File: config.mk
export PLATFORM = sky130hd
export DESIGN_NAME = tag_walk_engine
export DESIGN_NICKNAME = d
export VERILOG_FILES = /design/src/rtl/tag_walk_pkg.sv /design/src/rtl/tag_ram.sv /design/src/rtl/walk_ctrl.sv /design/src/rtl/tag_walk_engine.sv
export SDC_FILE = /design/constraint.sdc
export NUM_CORES = 1
export LEC_CHECK = 0
export ABC_CLOCK_PERIOD_IN_PS = 4500
export BUFFER_PORTS_ARGS = -buffer_cell sky130_fd_sc_hd__buf_2
export CORE_ASPECT_RATIO = 0.75
export CORE_MARGIN = 2
export CORE_UTILIZATION = 55
export CTS_CLUSTER_SIZE = 40
export DETAILED_ROUTE_END_ITERATION = 8
export MAX_ROUTING_LAYER = met4
export PLACE_DENSITY = 0.72
export RECOVER_POWER = 100
export SLEW_MARGIN = 20
export SYNTH_ARGS = -nofsm -noshare
export SYNTH_HDL_FRONTEND = slang
export SYNTH_HIERARCHICAL = 1
export SYNTH_SLANG_ARGS = --single-unit
File: constraint.sdc
create_clock -name clk -period 4.5 [get_ports clk]
set_clock_uncertainty 0.2 [all_clocks]
set_input_delay 0.9 -clock clk [delete_from_list [all_inputs] [get_ports clk]]
set_output_delay 0.9 -clock clk [all_outputs]
set_load 0.02 [all_outputs]
File: src/rtl/tag_walk_pkg.sv
package tag_walk_pkg;

  typedef enum logic [1:0] {
    ST_IDLE    = 2'd0,
    ST_WALK    = 2'd1,
    ST_RESTORE = 2'd2
  } walk_state_e;

  // Epoch code after a commit with the given selection mask.
  function automatic logic [1:0] epoch_after_commit(input logic [1:0] ep, input logic [1:0] sel);
    logic hit;
    hit = (ep == 2'b01 && sel[0]) || (ep == 2'b10 && sel[1]);
    return hit ? 2'b00 : ep;
  endfunction

  // Valid bit after a rollback: speculative lines are dropped.
  function automatic logic valid_after_rollback(input logic v, input logic [1:0] ep);
    return v && (ep == 2'b00);
  endfunction

endpackage

File: src/rtl/tag_ram.sv
module tag_ram #(
  parameter int DEPTH = 16,
  parameter int WIDTH = 11,
  localparam int AW = $clog2(DEPTH)
) (
  input  logic             clk,
  input  logic             rst_n,
  input  logic             we,
  input  logic [AW-1:0]    waddr,
  input  logic [WIDTH-1:0] wdata,
  input  logic [AW-1:0]    raddr,
  output logic [WIDTH-1:0] rdata
);
  logic [WIDTH-1:0] mem [DEPTH];

  always_ff @(posedge clk) begin
    if (!rst_n) begin
      for (int i = 0; i < DEPTH; i++) mem[i] <= '0;
      rdata <= '0;
    end else begin
      if (we) mem[waddr] <= wdata;
      rdata <= mem[raddr];
    end
  end
endmodule

File: src/rtl/walk_ctrl.sv
module walk_ctrl
  import tag_walk_pkg::*;
#(
  parameter int LINES = 16,
  localparam int IDX_W = $clog2(LINES),
  localparam int CNT_W = $clog2(LINES + 1)
) (
  input  logic             clk,
  input  logic             rst_n,
  input  logic             commit_req,
  input  logic [1:0]       commit_sel,
  input  logic             rollback_req,
  output logic             stall,
  output logic             done,
  output logic             walk_wen,
  output logic [IDX_W-1:0] walk_raddr,
  output logic [IDX_W-1:0] walk_waddr,
  output logic             op_rb,
  output logic [1:0]       op_sel,
  output logic             start
);
  walk_state_e      state;
  logic [CNT_W-1:0] cnt;
  logic [CNT_W-1:0] cnt_m1;
  logic             pend_rb;
  logic [1:0]       pend_sel;
  logic             want_rb;
  logic [1:0]       want_sel;

  always_comb begin
    want_rb  = pend_rb | rollback_req;
    want_sel = pend_sel | (commit_req ? commit_sel : 2'b00);
    start    = (state == ST_IDLE) && (want_rb || (want_sel != 2'b00));
    cnt_m1   = cnt - CNT_W'(1);
  end

  always_ff @(posedge clk) begin
    if (!rst_n) begin
      state    <= ST_IDLE;
      cnt      <= '0;
      pend_rb  <= 1'b0;
      pend_sel <= 2'b00;
      op_rb    <= 1'b0;
      op_sel   <= 2'b00;
    end else begin
      if (start) begin
        pend_rb  <= 1'b0;
        pend_sel <= 2'b00;
        op_rb    <= want_rb;
        op_sel   <= want_rb ? 2'b00 : want_sel;
      end else begin
        pend_rb  <= want_rb;
        pend_sel <= want_sel;
      end
      unique case (state)
        ST_IDLE: if (start) begin
          state <= ST_WALK;
          cnt   <= '0;
        end
        ST_WALK: begin
          cnt <= cnt + CNT_W'(1);
          if (cnt == CNT_W'(LINES)) state <= ST_RESTORE;
        end
        ST_RESTORE: state <= ST_IDLE;
        default:    state <= ST_IDLE;
      endcase
    end
  end

  assign stall      = (state != ST_IDLE);
  assign done       = (state == ST_RESTORE);
  assign walk_wen   = (state == ST_WALK) && (cnt != '0);
  assign walk_raddr = cnt[IDX_W-1:0];
  assign walk_waddr = cnt_m1[IDX_W-1:0];
endmodule

File: src/rtl/tag_walk_engine.sv
module tag_walk_engine
  import tag_walk_pkg::*;
#(
  parameter int LINES = 16,
  parameter int TAG_W = 8,
  localparam int IDX_W = $clog2(LINES),
  localparam int ENTRY_W = TAG_W + 3
) (
  input  logic             clk,
  input  logic             rst_n,
  input  logic             commit_req,
  input  logic [1:0]       commit_sel,
  input  logic             rollback_req,
  output logic             stall,
  output logic             done,
  input  logic             host_we,
  input  logic [IDX_W-1:0] host_waddr,
  input  logic             host_wvalid,
  input  logic [1:0]       host_wepoch,
  input  logic [TAG_W-1:0] host_wtag,
  input  logic [IDX_W-1:0] host_raddr,
  output logic             host_rvalid,
  output logic [1:0]       host_repoch,
  output logic [TAG_W-1:0] host_rtag
);
  logic               walk_wen;
  logic [IDX_W-1:0]   walk_raddr;
  logic [IDX_W-1:0]   walk_waddr;
  logic               op_rb;
  logic [1:0]         op_sel;
  logic               walk_start;
  logic               ram_we;
  logic [IDX_W-1:0]   ram_waddr;
  logic [IDX_W-1:0]   ram_raddr;
  logic [ENTRY_W-1:0] ram_wdata;
  logic [ENTRY_W-1:0] ram_rdata;
  logic [ENTRY_W-1:0] walk_line;

  walk_ctrl #(.LINES(LINES)) u_ctrl (
    .clk(clk), .rst_n(rst_n),
    .commit_req(commit_req), .commit_sel(commit_sel), .rollback_req(rollback_req),
    .stall(stall), .done(done),
    .walk_wen(walk_wen), .walk_raddr(walk_raddr), .walk_waddr(walk_waddr),
    .op_rb(op_rb), .op_sel(op_sel), .start(walk_start)
  );

  // Line transform for the write-back half of the read-modify-write.
  always_comb begin
    logic             v;
    logic [1:0]       ep;
    logic [TAG_W-1:0] tg;
    v  = ram_rdata[ENTRY_W-1];
    ep = ram_rdata[TAG_W +: 2];
    tg = ram_rdata[TAG_W-1:0];
    if (op_rb) walk_line = {valid_after_rollback(v, ep), 2'b00, tg};
    else       walk_line = {v, epoch_after_commit(ep, op_sel), tg};
  end

  // RAM port ownership: the walker while stalled, the host otherwise.
  always_comb begin
    ram_we    = walk_wen | (host_we & ~stall);
    ram_waddr = walk_wen ? walk_waddr : host_waddr;
    ram_wdata = walk_wen ? walk_line : {host_wvalid, host_wepoch, host_wtag};
    ram_raddr = stall ? walk_raddr : host_raddr;
  end

  tag_ram #(.DEPTH(LINES), .WIDTH(ENTRY_W)) u_ram (
    .clk(clk), .rst_n(rst_n),
    .we(ram_we), .waddr(ram_waddr), .wdata(ram_wdata),
    .raddr(ram_raddr), .rdata(ram_rdata)
  );

  assign host_rvalid = ram_rdata[ENTRY_W-1];
  assign host_repoch = ram_rdata[TAG_W +: 2];
  assign host_rtag   = ram_rdata[TAG_W-1:0];
endmodule

# Word-level counts from Yosys, hierarchy flattened
# Memory sizes are Yosys's and may differ from the RTL's. A register that Yosys moved wholly into a read port is not among the register bits.
# Cells that the tools add are included.
[word_totals]
regBits = 13
ram_bits = 176
in_bits = 26
wordCells = 59
n_memories = 1
[memory_table]
columns = ["memory", "words", "width", "rd", "rd_ports_with_merged_regs", "write_ports", "line", "source"]
rows = [
  ["u_ram.mem", 16, 11, 1, 1, 16, "tag_ram.sv:14", "logic [WIDTH-1:0] mem [DEPTH];"],
]
[op_classes]
n_addsub = 2
eq_ne = 7
muxes = 19
bitwise = 6
n_reduce_logical = 18
[op_table]
columns = ["cell", "count"]
rows = [
  ["$mux 11", 3],
  ["$mux 4", 3],
  ["$reduce_or 11->1", 1],
  ["$mux 2", 5],
  ["$pmux 5 s2", 1],
  ["$reduce_bool 2->1", 3],
  ["$add 5x1->5 const B", 1],
  ["$eq 5x5->1 const B", 1],
  ["$logic_and 1x1->1", 5],
  ["$mux 1", 5],
  ["$mux 5", 1],
  ["$reduce_bool 5->1", 1],
  ["$eq 2x1->1 const B", 2],
  ["$eq 2x2->1 const B", 2],
  ["$logic_not 2->1", 2],
  ["$ne 2x1->1 const B", 2],
  ["$pmux 2 s2", 1],
  ["$reduce_and 2->1", 2],
  ["$sub 4x1->4 const B", 1],
  ["$logic_or 1x1->1", 2],
  ["$not 1->1", 2],
  ["$or 1x1->1", 2],
  ["$or 2x2->2", 1],
  ["$reduce_or 2->1", 1],
  ["2 further kinds", 2],
]

# Depth between registers and ports, before layout
# Gate-level depths: netlist of run 1.
[logic_depth]
word_depth = 9
mapped_depth = 13

# Hierarchy
# The synthesis of run 1 kept the hierarchy.
[by_module_without_submodules]
columns = ["module", "instances", "cells_per_inst", "area_each_um2", "seq_area_each_um2"]
rows = [
  ["tag_ram", 1, 612, 8478.1, 5505.3],
  ["walk_ctrl", 1, 80, 669.4, 260.2],
  ["tag_walk_engine", 1, 30, 320.3, 0.0],
]

# Worst setup path after synthesis of run 1
# No wires, ideal clock.
[synth_timing]
kind = "flip-flop to flip-flop"
from = "reg u_ctrl.state[0]"
to = "mem u_ram.mem[2][0] (enable)"
setup_time_ns = 0.394
arrival_ns = 2.749
t_required_ns = 3.906
slack_ns = 1.156
path_stages_with_launch = 9
period_less_slack_ns = 3.344
path_cell_list = "dfxtp_1 > nor2b_1 > clkbuf_1 > o21a_1 > buf_6 > mux2_2 > or3_1 > buf_2 > o21ai_0"
[synth_lines]
columns = ["item", "line", "source"]
rows = [
  ["from (decl)", "walk_ctrl.sv:22", "walk_state_e state;"],
  ["from (signal assigned)", "walk_ctrl.sv:39", "state <= ST_IDLE;"],
  ["from (signal assigned)", "walk_ctrl.sv:57", "state <= ST_WALK;"],
  ["from (signal assigned)", "walk_ctrl.sv:62", "if (cnt == CNT_W'(LINES)) state <= ST_RESTORE;"],
  ["to (decl)", "tag_ram.sv:14", ""],
]

# Worst setup path after layout of run 1
[layout_timing]
from = "reg u_ctrl.state[0]"
to = "reg u_ram.rdata[8], read port of u_ram.mem"
[layout_between]
elab_chain_cells = 2
[layout_rtl]
columns = ["item", "line", "source"]
rows = [
  ["$reduce_bool 2->1", "walk_ctrl.sv:70", "assign stall = (state != ST_IDLE);"],
  ["$mux 4", "tag_walk_engine.sv:64", "ram_raddr = stall ? walk_raddr : host_raddr;"],
  ["net ram_raddr[0]", "tag_walk_engine.sv:34", "logic [IDX_W-1:0] ram_raddr;"],
  ["to (decl)", "tag_ram.sv:12", "output logic [WIDTH-1:0] rdata"],
]
# The timed path passes the listed nets, and every way through them passes these cells.
# A chain may end at the register's enable or synchronous reset.

==> flow_metrics.env, run 1 <==
export IMPL_status="finished clean"
export IMPL_tritoncts="yes"
export IMPL_grt_first_pass_wirelength_um=33600
export IMPL_netlist_area_leader_share_pct=55.8
export IMPL_peakVddDrop_v=0.000251
export IMPL_clk_pin_slew_ns=0.07
export IMPL_cts_num_sinks=200
export IMPL_synth_ff_type="edfxtp_1"
export IMPL_dpl_hpwl_um=14600
export IMPL_ctsResizeCount=0
export IMPL_timing_critical_path_cells="nor2_1 > inv_1 > mux2_1 > clkbuf_2 > mux2i_1 > a22oi_1 > o211ai_1 > o21ai_0"
export IMPL_synth_edf_count=176
export IMPL_grt_use_total_pct=26.1
export IMPL_drt_iter0_drc=527
export IMPL_drcViolationCount=0
export IMPL_finalCriticalPeriod_ns=3.84
export IMPL_finalNetCount=773
export IMPL_cp_end_kind="flop"
export IMPL_core_um2=16800
export IMPL_vias_per_cell=5.93
export IMPL_post_cts_buffers=0
export IMPL_post_drt_wl_per_cell_um=22.7
export IMPL_hold_class="reg2reg"
export IMPL_firstDrtPassIters=5
export IMPL_tns_ns=0
export IMPL_clockBufferDepth=2
export IMPL_clock_fmax_ghz=0.261
export IMPL_synth_cell_types=45
export IMPL_synth_nets=751
export IMPL_finalCritPeriodShare_pct=85.3
export IMPL_finalSetupViolCount=0
export IMPL_antenna_found_initial=0
export IMPL_area_growth_pct=8.85
export IMPL_critPathKind="reg2reg"
export IMPL_cts_inserted_buffers=17
export IMPL_crit_required_ns=4.62
export IMPL_synth_area_um2=9470
export IMPL_clk_latency_ns=0.44
export IMPL_rsz0062_at_grt="false"
export IMPL_maxSlewViolCount=0
export IMPL_die_area_um2=18300
export IMPL_ctsHoldBuffers=0
export IMPL_p_per_area_nw_per_um2=415
export IMPL_cpMaxStageDelayCell="mux2_1"
export IMPL_hold_violations=0
export IMPL_overflow=0
export IMPL_die_y_um=118
export IMPL_synth_top_area_cell="edfxtp_1"
export IMPL_synth_async_reset_ratio_pct=0
export IMPL_h_tree_depth=4
export IMPL_io_buffers=38
export IMPL_nFillCells=1319
export IMPL_synth_cells=722
export IMPL_drive_gt1_share_pct=11.8
export IMPL_cp_max_fo=21
export IMPL_slew_headroom_pct=4.21
export IMPL_crit_path_start_kind="flop"
export IMPL_initial_core_util_pct=56.3
export IMPL_ys_seq_elements=200
export IMPL_synth_area_leaders="edfxtp_1 56%, and2_1 12%, mux2i_1 7.6%"
export IMPL_synth_seq_area_share_pct=60.9
export IMPL_routed_wl_um=22100
export IMPL_crit_family="multiplexers"
export IMPL_diodes=0
export IMPL_num_rows=41
export IMPL_ant_nets=0
export IMPL_grt_max_degree=44
export IMPL_clockRootBuffer="clkbuf_16"
export IMPL_crit_arrival_ns=3.96
export IMPL_syn_area_per_cell_um2=13.1
export IMPL_cp_buffers_inverters=2
export IMPL_max_stage_delay_ns=1.07
export IMPL_p_total_uw=4280
export IMPL_die_x_um=156
export IMPL_cellLeakagePower_uw=0.00378
export IMPL_cap_violations=0
export IMPL_ios=39
export IMPL_yosys_warnings=6
export IMPL_num_vias=5760
export IMPL_max_slew_worst_pin_slew_ns=1.44
export IMPL_place_congestion=0.901
export IMPL_first_global_vias=5598
==> metrics by stage <==
stage | instances | worst slack [ns] | cell area (um^2) | hold WS, ns | utilization (%)
2_1_floorplan | 722 | 1.16 | 9470 | 0.247 | -
3_3_place_gp | 940 | 1.12 | 9760 | 0.271 | 58.0
3_5_place_dp | 940 | 0.994 | 9760 | 0.272 | 58.0
4_1_cts | 972 | 0.988 | 10400 | 0.286 | 61.8
5_1_grt | 972 | 0.361 | 10300 | 0.317 | 61.3
6_report | 972 | 0.661 | 10300 | 0.281 | 61.3
==> power by group <==
group	switching (uW)	internal, uW
Combinational	348	178
Sequential	36.6	2100
Clock	659	957
==> synth_stat cells, types with 2 or more instances <==
cell type    n
and2_1     177
edfxtp_1   176
mux2i_1     72
a22oi_1     36
clkbuf_1    32
nor2_1      28
dfxtp_1     24
nand2_1     24
o21ai_0     22
mux2_2      10
inv_1        9
buf_2        8
mux4_2       8
nand2b_1     8
a21oi_1      7
buf_4        7
nand3_1      7
nor3_1       7
buf_6        6
mux2_4       6
o22ai_1      6
nor2b_1      5
xor2_1       4
buf_8        3
ha_1         3
nand4_1      3
a41o_2       2
and2b_1      2
nand4b_1     2
o211ai_1     2
o21a_1       2
==> state kept, by name, summed over array words and instances, names as in the netlist <==
signal and flops:
u_ctrl/op_sel 2, u_ctrl/pend_sel 2, u_ctrl/cnt 5, u_ctrl/op_rb 1, u_ram/mem 176, u_ram/rdata 11, u_ctrl/state 2, u_ctrl/pend_rb 1
==> final timing paths <==
check | cells after the start | to | slack [ns] | startpoint
min | 2 | u_ctrl/op_sel[1]$_SDFFE_PN0P_ | 0.28 | u_ctrl/op_sel[1]$_SDFFE_PN0P_
max | 8 | u_ram/rdata[8]$_SDFF_PN0_ | 0.66 | u_ctrl/state[0]$_SDFFE_PN0P_
max reg2reg | 8 | u_ram/rdata[8]$_SDFF_PN0_ | 0.66 | u_ctrl/state[0]$_SDFFE_PN0P_
min reg2reg | 2 | u_ctrl/op_sel[1]$_SDFFE_PN0P_ | 0.28 | u_ctrl/op_sel[1]$_SDFFE_PN0P_
==> metal layers <==
metal	wire length [um]	GRT usage (%)	vias up
li1	-	-	2637
met1	9880	38.6	2813
met2	9610	36.9	289
met3	2310	6.52	21
met4	293	5.96	0
met5	0	-	-
==> cell families after synthesis <==
logic type | after synthesis | synth area share, %
DFF | 200 | 60.9
and+or+nand+nor | 269 | 16.6
muxes | 96 | 11.7
xor gates and xnor gates | 4 | 0.370
buffers and inverters | 66 | 4.00
adders and majority gates | 3 | 0.397
AOI/OAI and AO/OA | 84 | 6.07
==> final cells by class <==
type,instances,area [um^2],share of cell area [%]
flip-flops and latches,200,5770,55.9
multi-input cells,456,3310,32.1
clock buffers,23,499,4.84
repair buffers,60,292,2.83
well taps,215,269,2.61
clock inverters,9,136,1.32
inverters,9,33.8,0.328
==> worst register-to-register path, stage by stage, from the launching register on <==
cell	delay, ns
dfxtp_1	0.34
nor2_1	0.24
inv_1	0.21
mux2_1	1.07
clkbuf_2	0.69
mux2i_1	0.20
a22oi_1	0.37
o211ai_1	0.20
o21ai_0	0.21
==> cell usage in the layout (no fill, tap or decap), types with 9 or more instances in the layout <==
cell type / instances
edfxtp_1: 176
and2_0: 124
mux2i_1: 72
and2_1: 53
a22oi_1: 36
clkbuf_1: 31
nor2_1: 28
buf_2: 24
nand2_1: 24
dfxtp_1: 24
o21ai_0: 22
clkbuf_16: 18
inv_1: 9
nand2b_1: 9
Note: power is estimated with default switching activity, not from simulation.
==> inputs of run 2 (changes only) <==
--- a/config.mk
+++ b/config.mk
@@ -6,7 +6,7 @@
 export NUM_CORES = 1
 export LEC_CHECK = 0
 export ABC_CLOCK_PERIOD_IN_PS = 4500
-export BUFFER_PORTS_ARGS = -buffer_cell sky130_fd_sc_hd__buf_2
+export BUFFER_PORTS_ARGS = -buffer_cell sky130_fd_sc_hd__buf_4
 export CORE_ASPECT_RATIO = 0.75
 export CORE_MARGIN = 2
 export CORE_UTILIZATION = 55
==> run 2 against run 1 <==
  * Final cell count is 0.10% higher
  * First-iteration DRC count up 29%
  * Die area stayed put
  * Wire length rose by 2.3%
  * Via count is 1.4% higher
  * Register-to-register slack better by 0.08 ns
  * Flip-flop and latch count stayed put
  * Fmax increased by 2.1%
  * Hold slack hardly changed
  * Critical path depth is 1 lower
  * Highest routed layer unchanged
==> flow_metrics.env, run 2 (synthesized netlist as in run 1, its figures left out) <==
export IMPL_hold_class="reg2reg"
export IMPL_cp_end_kind="flop"
export IMPL_grt_first_pass_wirelength_um=33900
export IMPL_ant_nets=0
export IMPL_ctsResizeCount=0
export IMPL_die_y_um=118
export IMPL_crit_start="u_ctrl/state[0]$_SDFFE_PN0P_"
export IMPL_finalCritPeriodShare_pct=83.5
export IMPL_drt_iter0_drc=682
export IMPL_tns_ns=0
export IMPL_cap_violations=0
export IMPL_multi_input_area_um2=3300
export IMPL_p_per_area_nw_per_um2=409
export IMPL_largestRegisters="u_ram/mem: 176 flops, u_ram/rdata: 11 flops, u_ctrl/cnt: 5 flops"
export IMPL_grt_max_degree=44
export IMPL_maxSlewViolCount=0
export IMPL_grt_most_used_layer="met2"
export IMPL_die_x_um=156
export IMPL_num_rows=41
export IMPL_area_growth_pct=9.20
export IMPL_clockBufferDepth=2
export IMPL_dpl_hpwl_um=14900
export IMPL_overflow=0
export IMPL_hold_violations=0
export IMPL_initial_core_util_pct=56.3
export IMPL_drcViolationCount=0
export IMPL_finalSetupViolCount=0
export IMPL_layout_common_cells="176 x edfxtp_1, 112 x and2_0, 72 x mux2i_1, 65 x and2_1, 36 x a22oi_1"
export IMPL_status="finished clean"
export IMPL_slew_headroom_pct=34.9
export IMPL_grt_use_total_pct=26.1
export IMPL_ios=39
export IMPL_max_slew_worst_pin_slew_ns=0.973
export IMPL_seq_area_um2=5770
export IMPL_met1_usage_pct=38.0
export IMPL_clk_latency_ns=0.43
export IMPL_core_um2=16800
export IMPL_top_register="u_ram/mem"
export IMPL_ctsHoldBuffers=0
export IMPL_rsz0062_at_grt="false"
export IMPL_nFillCells=1297
export IMPL_cp_max_fo=17
export IMPL_io_buffers=38
export IMPL_tritoncts="yes"
export IMPL_crit_arrival_ns=3.63
export IMPL_cellLeakagePower_uw=0.00381
export IMPL_cts_num_sinks=200
export IMPL_h_tree_depth=4
export IMPL_cts_inserted_buffers=17
export IMPL_post_drt_wl_per_cell_um=23.2
export IMPL_gr_usage_met3_pct=4.79
export IMPL_clockRootBuffer="clkbuf_16"
export IMPL_vias_per_cell=6.00
export IMPL_final_common_cell="edfxtp_1"
export IMPL_cpMaxStageDelayCell="nand2b_1"
export IMPL_clk_pin_slew_ns=0.07
export IMPL_post_cts_buffers=0
export IMPL_first_global_vias=5702
export IMPL_critical_path_reg2reg_startpoint="u_ctrl/state[0]$_SDFFE_PN0P_"
export IMPL_finalCriticalPeriod_ns=3.76
export IMPL_grt_util_met2_pct=38.7
export IMPL_largest_reg_flops=176
export IMPL_drive_gt1_share_pct=11.5
export IMPL_post_route_util_pct=61.4
export IMPL_firstDrtPassIters=5
export IMPL_worstHoldStart="u_ctrl/op_sel[0]$_SDFFE_PN0P_"
export IMPL_antenna_found_initial=1
export IMPL_routed_wl_um=22600
export IMPL_max_stage_delay_ns=0.53
export IMPL_peakVddDrop_v=0.000242
export IMPL_die_area_um2=18300
export IMPL_crit_required_ns=4.37
export IMPL_timing_critical_path_cells="nor2b_1 > o21a_1 > buf_4 > mux2_1 > nor3_1 > clkbuf_1 > nand2b_1"
export IMPL_clock_fmax_ghz=0.266
export IMPL_crit_path_start_kind="flop"
export IMPL_num_vias=5842
export IMPL_critPathKind="reg2reg"
export IMPL_finalNetCount=773
export IMPL_place_congestion=0.869
==> run 2: worst paths after layout <==
check / to / slack [ns] / cells past startpoint
setup / recovery: u_ram/mem[8][3]$_SDFFCE_PN0P_ / 0.74 / 7
hold / removal: u_ctrl/op_sel[0]$_SDFFE_PN0P_ / 0.28 / 2
setup reg to reg: u_ram/mem[8][3]$_SDFFCE_PN0P_ / 0.74 / 7
hold reg to reg: u_ctrl/op_sel[0]$_SDFFE_PN0P_ / 0.28 / 2
==> run 2: stage by stage <==
step / instance area [um^2] / total power, uW / worst slack [ns] / instances / hold slack, ns
after floorplan: 9470 / 2540 / 1.16 / 722 / 0.247
after global placement: 9860 / 2700 / 1.18 / 940 / 0.268
after detailed placement: 9860 / 2720 / 1.03 / 940 / 0.273
after CTS: 10500 / 4260 / 1.01 / 972 / 0.285
after global routing: 10300 / 4360 / 0.428 / 972 / 0.306
final: 10300 / 4230 / 0.741 / 973 / 0.280
==> run 2: critical path, delay by kind of cell, from the launching register on <==
kind	cells	cell delay, ns
DFF	1	0.39
AOI/OAI and AO/OA	1	0.26
buffers and inverters	2	0.73
muxes	1	0.49
and+or+nand+nor	3	1.33
==> run 2: layer usage <==
| layer | part of all wire [%] | vias up |
|---|---|---|
| met3 | 8.5 | 21 |
| met1 | 44 | 2922 |
| li1 | - | 2633 |
| met2 | 46 | 266 |
| met4 | 0.93 | 0 |
| met5 | 0 | - |
==> run 2: layout make-up <==
cell class                      instances  area share [%]
Tap cell                              215            2.60
Sequential cell                       200            55.8
Antenna cell                            1          0.0242
Timing Repair Buffer                   60            3.39
Clock inverter                          8           0.762
Clock buffer                           24            5.18
Multi-Input combinational cell        456            31.9
Inverter                                9           0.327
==> run 2: report_power, final <==
group | internal, uW | total, uW | switching [uW]
clock network | 897 | 1560 | 666
logic | 180 | 527 | 347
registers | 2100 | 2140 | 34.5
==> inputs of run 3 (changes only) <==
--- a/config.mk
+++ b/config.mk
@@ -5,7 +5,8 @@
 export SDC_FILE = /design/constraint.sdc
 export NUM_CORES = 1
 export LEC_CHECK = 0
-export ABC_CLOCK_PERIOD_IN_PS = 4500
+export ABC_AREA = 1
+export ABC_CLOCK_PERIOD_IN_PS = 3200
 export BUFFER_PORTS_ARGS = -buffer_cell sky130_fd_sc_hd__buf_4
 export CORE_ASPECT_RATIO = 0.75
 export CORE_MARGIN = 2
@@ -13,7 +14,7 @@
 export CTS_CLUSTER_SIZE = 40
 export DETAILED_ROUTE_END_ITERATION = 8
 export MAX_ROUTING_LAYER = met4
-export PLACE_DENSITY = 0.72
+export PLACE_DENSITY = 0.75
 export RECOVER_POWER = 100
 export SLEW_MARGIN = 20
 export SYNTH_ARGS = -nofsm -noshare
==> constraint.sdc (replaced) <==
create_clock -name clk -period 3.2 [get_ports clk]
set_clock_uncertainty 0.2 [all_clocks]
set_input_delay 0.64 -clock clk [delete_from_list [all_inputs] [get_ports clk]]
set_output_delay 0.64 -clock clk [all_outputs]
set_load 0.02 [all_outputs]
==> run 3 against run 2 <==
  * Synthesized cell count is 56% higher
  * Core utilization is 1.4 points higher
  * Register-to-register slack worse by 0.54 ns
  * Sequential power is 41% higher
  * Hold slack worse by 0.015 ns
  * First-iteration DRC count is 40% higher
  * Largest cell class unchanged
  * Sequential share of layout area is 1.9 points lower
  * Clock-buffer cell count is 1 lower
  * Die area is 2.2% higher
==> flow_metrics.env, run 3 <==
export IMPL_clockRootBuffer="clkbuf_16"
export IMPL_hold_class="reg2reg"
export IMPL_tritoncts="yes"
export IMPL_max_slew_worst_pin_slew_ns=0.860
export IMPL_routed_wl_um=25200
export IMPL_top_register="u_ram/mem"
export IMPL_cap_violations=0
export IMPL_die_y_um=119
export IMPL_core_um2=17000
export IMPL_critPathKind="reg2reg"
export IMPL_initial_core_util_pct=56.8
export IMPL_place_congestion=0.927
export IMPL_layout_common_cells="347 x nand2_1, 185 x nor2_1, 176 x edfxtp_1, 133 x inv_1, 121 x nand3_1"
export IMPL_grt_use_total_pct=28.8
export IMPL_cp_end_kind="flop"
export IMPL_clk_latency_ns=0.43
export IMPL_finalNetCount=1182
export IMPL_rsz0062_at_grt="false"
export IMPL_clock_fmax_ghz=0.333
export IMPL_p_int_uw=4320
export IMPL_clk_pin_slew_ns=0.07
export IMPL_largest_reg_flops=176
export IMPL_pre_cts_ws_ns=0.183
export IMPL_yosys_warnings=6
export IMPL_post_drt_wl_per_cell_um=18.0
export IMPL_dpl_hpwl_um=16300
export IMPL_nFillCells=1466
export IMPL_num_rows=41
export IMPL_drive_gt1_share_pct=9.95
export IMPL_hold_path_depth=2
export IMPL_h_tree_depth=4
export IMPL_cts_inserted_buffers=17
export IMPL_grt_first_pass_wirelength_um=38800
export IMPL_synth_cells=1125
export IMPL_slew_headroom_pct=42.3
export IMPL_m1WireLength_um=10200
export IMPL_finalCritPeriodShare_pct=93.8
export IMPL_tns_ns=0
export IMPL_drcViolationCount=0
export IMPL_synth_nets=1154
export IMPL_critical_path_reg2reg_startpoint="u_ctrl/cnt[0]$_SDFFE_PN0P_"
export IMPL_finalCriticalPeriod_ns=3.00
export IMPL_dr_wl_met2_um=11100
export IMPL_timing_critical_path_cells="inv_1 > ha_1 > nand3_1 > o21ai_0 > inv_1 > inv_2 > nand2_1 > nand2_1 > inv_1 > nor3_2 > nand2_1 > nand2_1"
export IMPL_p_clk_share_pct=34.0
export IMPL_multi_input_area_um2=3020
export IMPL_die_x_um=157
export IMPL_p_sw_share_pct=27.8
export IMPL_rr_worst_depth=12
export IMPL_clockBufferDepth=2
export IMPL_cellLeakagePower_uw=0.00477
export IMPL_finalSetupViolCount=0
export IMPL_layout_setup_ws_ns=0.198
export IMPL_synth_area_um2=9680
export IMPL_routed_top_layer="met4"
export IMPL_wl_met3_um=3400
export IMPL_switchingPower_uw=1660
export IMPL_worstHoldStart="u_ctrl/op_sel[0]$_SDFFE_PN0P_"
export IMPL_reg2reg_to="u_ram/mem[6][10]$_SDFFCE_PN0P_"
export IMPL_first_global_vias=7085
export IMPL_area_growth_pct=10.5
export IMPL_crit_required_ns=3.08
export IMPL_power_share_combinational_pct=15.6
export IMPL_ant_nets=0
export IMPL_crit_arrival_ns=2.88
export IMPL_vias_per_cell=5.40
export IMPL_antenna_found_initial=0
export IMPL_die_area_um2=18700
export IMPL_cpMaxStageDelayCell="nand2_1"
export IMPL_diodes=0
export IMPL_drt_iter0_drc=956
export IMPL_max_stage_delay_ns=0.39
export IMPL_ios=39
export IMPL_grt_max_degree=89
export IMPL_status="finished clean"
export IMPL_cts_num_sinks=200
export IMPL_crit_path_start_kind="flop"
export IMPL_regToRegSetupSlack_ns=0.20
export IMPL_pwr_share_seq_pct=50.4
export IMPL_final_common_cell="nand2_1"
export IMPL_peakVddDrop_v=0.000437
export IMPL_cp_max_fo=11
export IMPL_maxSlewViolCount=0
export IMPL_whs_endpoint="u_ctrl/op_sel[0]$_SDFFE_PN0P_"
export IMPL_num_vias=7570
export IMPL_firstDrtPassIters=6
export IMPL_p_total_uw=5980
export IMPL_p_per_area_nw_per_um2=559
export IMPL_overflow=0
export IMPL_hold_violations=0
export IMPL_seq_area_um2=5770
export IMPL_largestRegisters="u_ram/mem: 176 flops, u_ram/rdata: 11 flops, u_ctrl/cnt: 5 flops"
export IMPL_io_buffers=38
export IMPL_syn_area_per_cell_um2=8.61
export IMPL_cp_common_cell="nand2_1"
run 3: cell count changes in the layout (fill, tap and decap cells not counted), moves of 11 or more:
| cell | before | now |
|---|---|---|
| a21oi_1 | 7 | 18 |
| a22oi_1 | 36 | 0 |
| and2_0 | 112 | 0 |
| and2_1 | 65 | 0 |
| buf_4 | 29 | 45 |
| inv_1 | 9 | 133 |
| mux2i_1 | 72 | 0 |
| nand2_1 | 24 | 347 |
| nand2_2 | 0 | 16 |
| nand3_1 | 7 | 121 |
| nor2_1 | 28 | 185 |
| o21ai_0 | 22 | 11 |
run 3: what timing repair did:
action                     4_1_cts  5_1_grt
hold buffers                     0        0
setup buffers                    0        0
gates resized for setup          0        9
setup endpoints to repair        0      110
run 3: area by class of cell:
class                           count  area share (%)
Sequential cell                   200            53.9
Multi-Input combinational cell    716            28.3
Timing Repair Buffer               81            5.00
Inverter                          137            4.85
Clock buffer                       23            4.68
Tap cell                          236            2.76
Clock inverter                      9           0.561
run 3: worst max path at each step:
stage                                           endpoint  cells after the start  slack [ns]                        from
final                     u_ram/mem[6][10]$_SDFFCE_PN0P_                     12        0.20  u_ctrl/cnt[0]$_SDFFE_PN0P_
after global routing       u_ram/mem[6][5]$_SDFFCE_PN0P_                     12        0.01  u_ctrl/cnt[0]$_SDFFE_PN0P_
after CTS                 u_ram/mem[13][6]$_SDFFCE_PN0P_                     12        0.16  u_ctrl/cnt[0]$_SDFFE_PN0P_
after detailed placement  u_ram/mem[13][5]$_SDFFCE_PN0P_                     12        0.18  u_ctrl/cnt[0]$_SDFFE_PN0P_
after global placement    u_ram/mem[13][6]$_SDFFCE_PN0P_                     12        0.29  u_ctrl/cnt[0]$_SDFFE_PN0P_
after floorplan           u_ram/mem[13][0]$_SDFFCE_PN0P_                     14        0.50  u_ctrl/cnt[0]$_SDFFE_PN0P_
run 3: layer usage:
layer | vias up | track usage [%]
met2 | 496 | 41.3
met5 | - | -
met1 | 3442 | 39.4
met4 | 0 | 8.18
li1 | 3588 | -
met3 | 44 | 9.43
run 3: power by group through the flow:
stage	sequential [uW]	combinational, uW	clock, uW
floorplan	3070	575	0
global placement	3060	920	0
detailed placement	3070	930	0
CTS	3010	939	2070
global route	3020	1000	2170
finish	3010	931	2030
run 3: worst max-delay path, delay by kind of cell, from the launching register on:
kind            cells  cell delay, ns
simple gates        6            1.15
buf+inv             4            0.59
flops               1            0.37
fa+ha+maj           1            0.19
compound gates      1            0.15
run 3: metrics by stage:
| stage | hold slack (ns) | instance area, um^2 | std cells | utilization, % |
|---|---|---|---|---|
| floorplan | 0.240 | 9680 | 1125 | - |
| global placement | 0.253 | 10300 | 1370 | 60.3 |
| detailed placement | 0.258 | 10300 | 1370 | 60.3 |
| CTS | 0.269 | 10800 | 1402 | 63.6 |
| global route | 0.291 | 10700 | 1402 | 62.8 |
| finish | 0.265 | 10700 | 1402 | 62.8 |
